## src/rtl/lic_pkg.sv

```systemverilog
package lic_pkg;
  localparam int REG_W    = 32;
  localparam int TGT_LSB  = 20;
  localparam int EN_BIT   = 16;
  localparam int STAT_BIT = 0;
endpackage

```

## src/rtl/lic_rst_sync.sv

```systemverilog
module lic_rst_sync (
  input  logic clk,
  input  logic rst_n,
  output logic rst_sync_n
);
  logic [1:0] sync_q;

  always_ff @(posedge clk or negedge rst_n) begin
    if (!rst_n) sync_q <= 2'b00;
    else        sync_q <= {sync_q[0], 1'b1};
  end

  assign rst_sync_n = sync_q[1];
endmodule

```

## src/rtl/lic_line_counter.sv

```systemverilog
module lic_line_counter #(
  parameter int LINE_W = 10
) (
  input  logic              clk,
  input  logic              rst_n,
  input  logic              hsync,
  input  logic              vsync,
  output logic [LINE_W-1:0] cnt_q,
  output logic [LINE_W-1:0] cnt_d,
  output logic              load
);
  localparam logic [LINE_W-1:0] CNT_MAX = {LINE_W{1'b1}};

  always_comb begin
    cnt_d = cnt_q;
    load  = 1'b0;
    if (vsync) begin
      cnt_d = '0;
      load  = 1'b1;
    end else if (hsync && (cnt_q != CNT_MAX)) begin
      cnt_d = cnt_q + 1'b1;
      load  = 1'b1;
    end
  end

  always_ff @(posedge clk or negedge rst_n) begin
    if (!rst_n)    cnt_q <= '0;
    else if (load) cnt_q <= cnt_d;
  end
endmodule

```

## src/rtl/lic_match.sv

```systemverilog
module lic_match #(
  parameter int LINE_W = 10
) (
  input  logic              load,
  input  logic [LINE_W-1:0] cnt_d,
  input  logic [LINE_W-1:0] target,
  output logic              match
);
  always_comb match = load && (cnt_d == target);
endmodule

```

## src/rtl/lic_ctrl_reg.sv

```systemverilog
module lic_ctrl_reg
  import lic_pkg::*;
#(
  parameter int              LINE_W   = 10,
  parameter int              ADDR_W   = 4,
  parameter logic [ADDR_W-1:0] REG_ADDR = '0
) (
  input  logic              clk,
  input  logic              rst_n,
  input  logic [ADDR_W-1:0] addr,
  input  logic              we,
  input  logic [REG_W-1:0]  wdata,
  input  logic              match,
  output logic [LINE_W-1:0] tgt_q,
  output logic              en_q,
  output logic              flag_q,
  output logic [REG_W-1:0]  rdata
);
  logic              hit;
  logic              wr_sel;
  logic [LINE_W-1:0] tgt_d;
  logic              en_d;
  logic              flag_d;
  logic              cfg_en;

  assign hit    = (addr == REG_ADDR);
  assign wr_sel = we && hit;
  assign cfg_en = wr_sel;

  always_comb begin
    tgt_d = wdata[TGT_LSB +: LINE_W];
    en_d  = wdata[EN_BIT];
  end

  always_comb begin
    flag_d = flag_q;
    if (match)                          flag_d = 1'b1;
    else if (wr_sel && !wdata[STAT_BIT]) flag_d = 1'b0;
  end

  always_ff @(posedge clk or negedge rst_n) begin
    if (!rst_n) begin
      tgt_q <= '0;
      en_q  <= 1'b0;
    end else if (cfg_en) begin
      tgt_q <= tgt_d;
      en_q  <= en_d;
    end
  end

  always_ff @(posedge clk or negedge rst_n) begin
    if (!rst_n) flag_q <= 1'b0;
    else        flag_q <= flag_d;
  end

  always_comb begin
    rdata = '0;
    if (hit) begin
      rdata[TGT_LSB +: LINE_W] = tgt_q;
      rdata[EN_BIT]            = en_q;
      rdata[STAT_BIT]          = flag_q;
    end
  end
endmodule

```

## src/rtl/line_irq_ctrl.sv

```systemverilog
module line_irq_ctrl
  import lic_pkg::*;
#(
  parameter int                LINE_W   = 10,
  parameter int                ADDR_W   = 4,
  parameter logic [ADDR_W-1:0] REG_ADDR = '0
) (
  input  logic              clk,
  input  logic              rst_n,
  input  logic              hsync,
  input  logic              vsync,
  input  logic [ADDR_W-1:0] addr,
  input  logic              we,
  input  logic [31:0]       wdata,
  output logic [31:0]       rdata,
  output logic              irq
);
  logic              rst_sync_n;
  logic [LINE_W-1:0] cnt_q;
  logic [LINE_W-1:0] cnt_d;
  logic              load;
  logic              match;
  logic [LINE_W-1:0] tgt_q;
  logic              en_q;
  logic              flag_q;

  initial begin
    if (LINE_W < 1 || LINE_W > 10)
      $error("LINE_W must lie in 1..10");
  end

  lic_rst_sync u_rst (
    .clk        (clk),
    .rst_n      (rst_n),
    .rst_sync_n (rst_sync_n)
  );

  lic_line_counter #(.LINE_W(LINE_W)) u_cnt (
    .clk   (clk),
    .rst_n (rst_sync_n),
    .hsync (hsync),
    .vsync (vsync),
    .cnt_q (cnt_q),
    .cnt_d (cnt_d),
    .load  (load)
  );

  lic_match #(.LINE_W(LINE_W)) u_match (
    .load   (load),
    .cnt_d  (cnt_d),
    .target (tgt_q),
    .match  (match)
  );

  lic_ctrl_reg #(.LINE_W(LINE_W), .ADDR_W(ADDR_W), .REG_ADDR(REG_ADDR)) u_reg (
    .clk    (clk),
    .rst_n  (rst_sync_n),
    .addr   (addr),
    .we     (we),
    .wdata  (wdata),
    .match  (match),
    .tgt_q  (tgt_q),
    .en_q   (en_q),
    .flag_q (flag_q),
    .rdata  (rdata)
  );

  assign irq = flag_q & en_q;
endmodule

```

## config.mk

```make
export PLATFORM = sky130hd
export DESIGN_NAME = line_irq_ctrl
export DESIGN_NICKNAME = d
export VERILOG_FILES = /design/src/rtl/lic_pkg.sv /design/src/rtl/lic_rst_sync.sv /design/src/rtl/lic_line_counter.sv /design/src/rtl/lic_match.sv /design/src/rtl/lic_ctrl_reg.sv /design/src/rtl/line_irq_ctrl.sv
export SDC_FILE = /design/constraint.sdc
export NUM_CORES = 1
export LEC_CHECK = 0
export ABC_AREA = 1
export BUFFER_PORTS_ARGS = -buffer_cell sky130_fd_sc_hd__buf_2
export CAP_MARGIN = 20
export CORE_UTILIZATION = 30
export CTS_CLUSTER_DIAMETER = 100
export CTS_CLUSTER_SIZE = 8
export DETAILED_ROUTE_END_ITERATION = 10
export PLACE_DENSITY = 0.59
export SLEW_MARGIN = 20
export SYNTH_ARGS = -nofsm -noshare
export SYNTH_HDL_FRONTEND = slang
export SYNTH_SLANG_ARGS = --single-unit
export TNS_END_PERCENT = 20
```

## constraint.sdc

```tcl
create_clock -name clk -period 1.1 [get_ports clk]
set_input_delay 0 -clock clk [delete_from_list [all_inputs] [get_ports clk]]
set_output_delay 0 -clock clk [all_outputs]
set_load 0.02 [all_outputs]
```

==> qor.yml <==
yosys:
  syn_inst: 231
  ys.warnings.count: 0
  syn_area_um2: 1592
  synth-seq-cells: 24
  synth_cell_types: 24
  seq_area_frac_synth_pct: 37.74
  netlist_top_cells_area: "dfrtp_1, nand2_1, buf_4, inv_1, nor2_1"
  syn_avg_cell_area_um2: 6.890
  synth_edf_count: 0
  async_reset_ff_share_pct: 100.0
  synth_top_area_cell: "dfrtp_1"
  yosys_most_used_dff: "dfrtp_1"
  yosys.area.top_type_share_pct: 37.74
sta:
  slew_violations: 0
  max_freq_mhz: 586.3
  clock_skew_ns: 0.003460
  rsz0062_at_grt: "true"
  finalCritPeriodShare_pct: 155.0
  final.setup.tns_ns: -3.433
  hold_ws_ns: 0.01479
  fin_ws_ns: -0.6055
  setup_violations: 11
  min_period_ns: 1.706
  hold_viol_final: 0
setup_path:
  path_class: "reg2reg"
  timing.rr.end: "u_reg.flag_q"
  r2r_setup_slack_ns: -0.61
  path_cells: "ha_2, inv_2, nor2_4, nand3_2, nand2_1, nand2_1, nand3_1, nand2_1, nand2_1, nand3_1, nor2_1, nand2_1, nand2_1"
  reg2reg_depth: 13
  crit_buf_inv: 1
  critPathLaunchType: "flop"
  worstPathMaxFanout: 7
  worst-path-stages: 13
  endpoint_kind: "flop"
  cp.required_ns: 1.31
  crit_arrival_ns: 1.92
  regToRegStartpoint: "u_cnt.cnt_q[0]"
  slowest_stage: "dfrtp_1"
  worst_path_most_repeated_cell: "nand2_1"
  slowest_delay_ns: 0.37
  cp_top_family: "simple AND/OR/NAND/NOR gates"
final_layout:
  num-nets-final: 339
  antenna_cells: 0
  drive_gt1_share_pct: 28.72
  syn2layout_area_growth_pct: 36.16
routing:
  ant_nets: 0
  wl_per_cell_um: 10.13
  route.detailed.drc: 1
  wl_mm: 3.707
  vias_per_cell: 4.273
  drt_pass1_iterations: 7
  dr_total_vias: 1564
  drt_iter0_drc: 37
grt:
  grt_pass1_vias: 1396
  grt_util_all_layers_pct: 14.73
  grt_overflow: 0
  grt_max_degree: 23
  grt_pass1_wl_mm: 6.230
  antenna_found_initial: 0
placed_design:
  io_buffers: 33
  place_hpwl_mm: 2.777
  gp_congestion: 0.7987
clock_tree:
  cts_setup_buffers: 0
  clk_latency_ns: 0.27
  clockBufferDepth: 2
  cts_buffers: 3
  clkSinkCount: 24
  cts-root-buf: "clkbuf_8"
  cts_tree: "built"
  path_clk_slew_ns: 0.09
  cts-htree-levels: 1
power:
  ir_drop_mv: 0.6209
  power_density_nw_per_um2: 971.0
  cellLeakagePower_nw: 1.211
hold_path:
  min_to: "u_reg.tgt_q[5]"
  worstHoldPathCells: 3
  holdCritPathClass: "in2reg"
  hp-start: "wdata[25]"
die:
  die_y_um: 74.84
  start_util_pct: 31.16
  die_w_um: 74.84
  core_area_um2: 5107
  rows: 26
  ios: 74
  die_area_um2: 5600
run_status:
  failed_checks: "design-rule violations, negative setup slack"
  run_status: "finished, violations left"
flow_run:
  drv_cap: 0
state kept, by name, indices dropped and copies added (netlist names):
signal and count:
u_cnt.cnt_q 10, u_reg.en_q 1, u_reg.flag_q 1, u_reg.tgt_q 10
u_rst.sync_q 2
final cells by class:
cell class / instances / area (um^2)
well taps: 70 / 87.58
inverters: 39 / 146.4
flip-flops and latches: 24 / 600.6
fillers: 519 / 2940
multi-input cells: 162 / 812.0
clock buffers: 4 / 55.05
repair buffers: 67 / 465.4
metrics by stage:
step / instance area, um^2 / cells / power (mW) / setup slack (ns) / utilization (%)
floorplan: 1678 / 250 / 1.385 / -0.4512 / -
global placement: 1927 / 349 / 1.473 / -0.5745 / 37.73
detailed placement: 1927 / 349 / 1.481 / -0.6097 / 37.73
CTS: 2152 / 366 / 2.127 / -0.5844 / 42.14
global route: 2167 / 366 / 2.232 / -0.7384 / 42.43
finish: 2167 / 366 / 2.104 / -0.6055 / 42.43
kinds of logic after synthesis:
family	after synthesis	share of synthesized area, %
and+or+nand+nor	124	35.54
buffers and inverters	65	20.60
DFF	24	37.74
AOI/OAI and AO/OA	15	4.874
other	2	0.4719
adders and majority gates	1	0.7860
layer usage:
| metal | wire [um] | GRT usage, % | vias up |
|---|---|---|---|
| met1 | 1725 | 18.86 | 687 |
| li1 | - | - | 806 |
| met3 | 209 | 2.544 | 7 |
| met4 | 57 | 5.660 | 0 |
| met5 | 0 | 0 | - |
| met2 | 1714 | 24.82 | 64 |
synthesized netlist by cell type, types with 2 or more instances:
master and instances:
nand2_1 51, inv_1 38, nor2_1 32, dfrtp_1 24, nand3_1 21, buf_4 20, a21oi_1 13, nand4_1 10
clkbuf_1 4, conb_1 2, nand2_2 2, nor3_1 2
where the power goes:
group,switching (mW),internal (mW)
combinational,0.301,0.178
sequential,0.0471,0.973
clock,0.285,0.320
cell usage in the layout (no fill, tap or decap), drive strengths merged, types with 2 or more instances in the layout:
| cell | instances |
|---|---|
| dlygate4sd3 | 12 |
| inv | 38 |
| nand2 | 53 |
| nor2 | 34 |
| nand4 | 11 |
| nor3 | 2 |
| a21oi | 13 |
| conb | 21 |
| nand3 | 24 |
| buf | 55 |
| dfrtp | 24 |
| clkbuf | 4 |
repair_timing:
action,4_1_cts,5_1_grt
hold buffers,12,0
pin swaps,5,3
gates resized for setup,11,6
endpoints found under the hold margin,13,0
endpoints found under the setup margin,11,20
gates cloned,1,0
worst max-delay path by stage:
stage	startpoint	to	slack, ns
after floorplan	u_cnt.cnt_q[0]	u_reg.flag_q	-0.45
after global placement	u_cnt.cnt_q[0]	u_reg.flag_q	-0.57
after detailed placement	u_cnt.cnt_q[0]	u_reg.flag_q	-0.61
after CTS	u_cnt.cnt_q[0]	u_reg.flag_q	-0.58
after global routing	u_cnt.cnt_q[0]	u_reg.flag_q	-0.74
final	u_cnt.cnt_q[0]	u_reg.flag_q	-0.61
worst reg2reg max path: stages, from the launching register on:
cell     delay [ns]
dfrtp_1        0.37
ha_2           0.22
inv_2          0.06
nor2_4         0.14
nand3_2        0.18
nand2_1        0.11
nand2_1        0.08
nand3_1        0.11
nand2_1        0.06
nand2_1        0.06
nand3_1        0.06
nor2_1         0.10
nand2_1        0.06
nand2_1        0.05
Power figures use the tool's default switching activity.
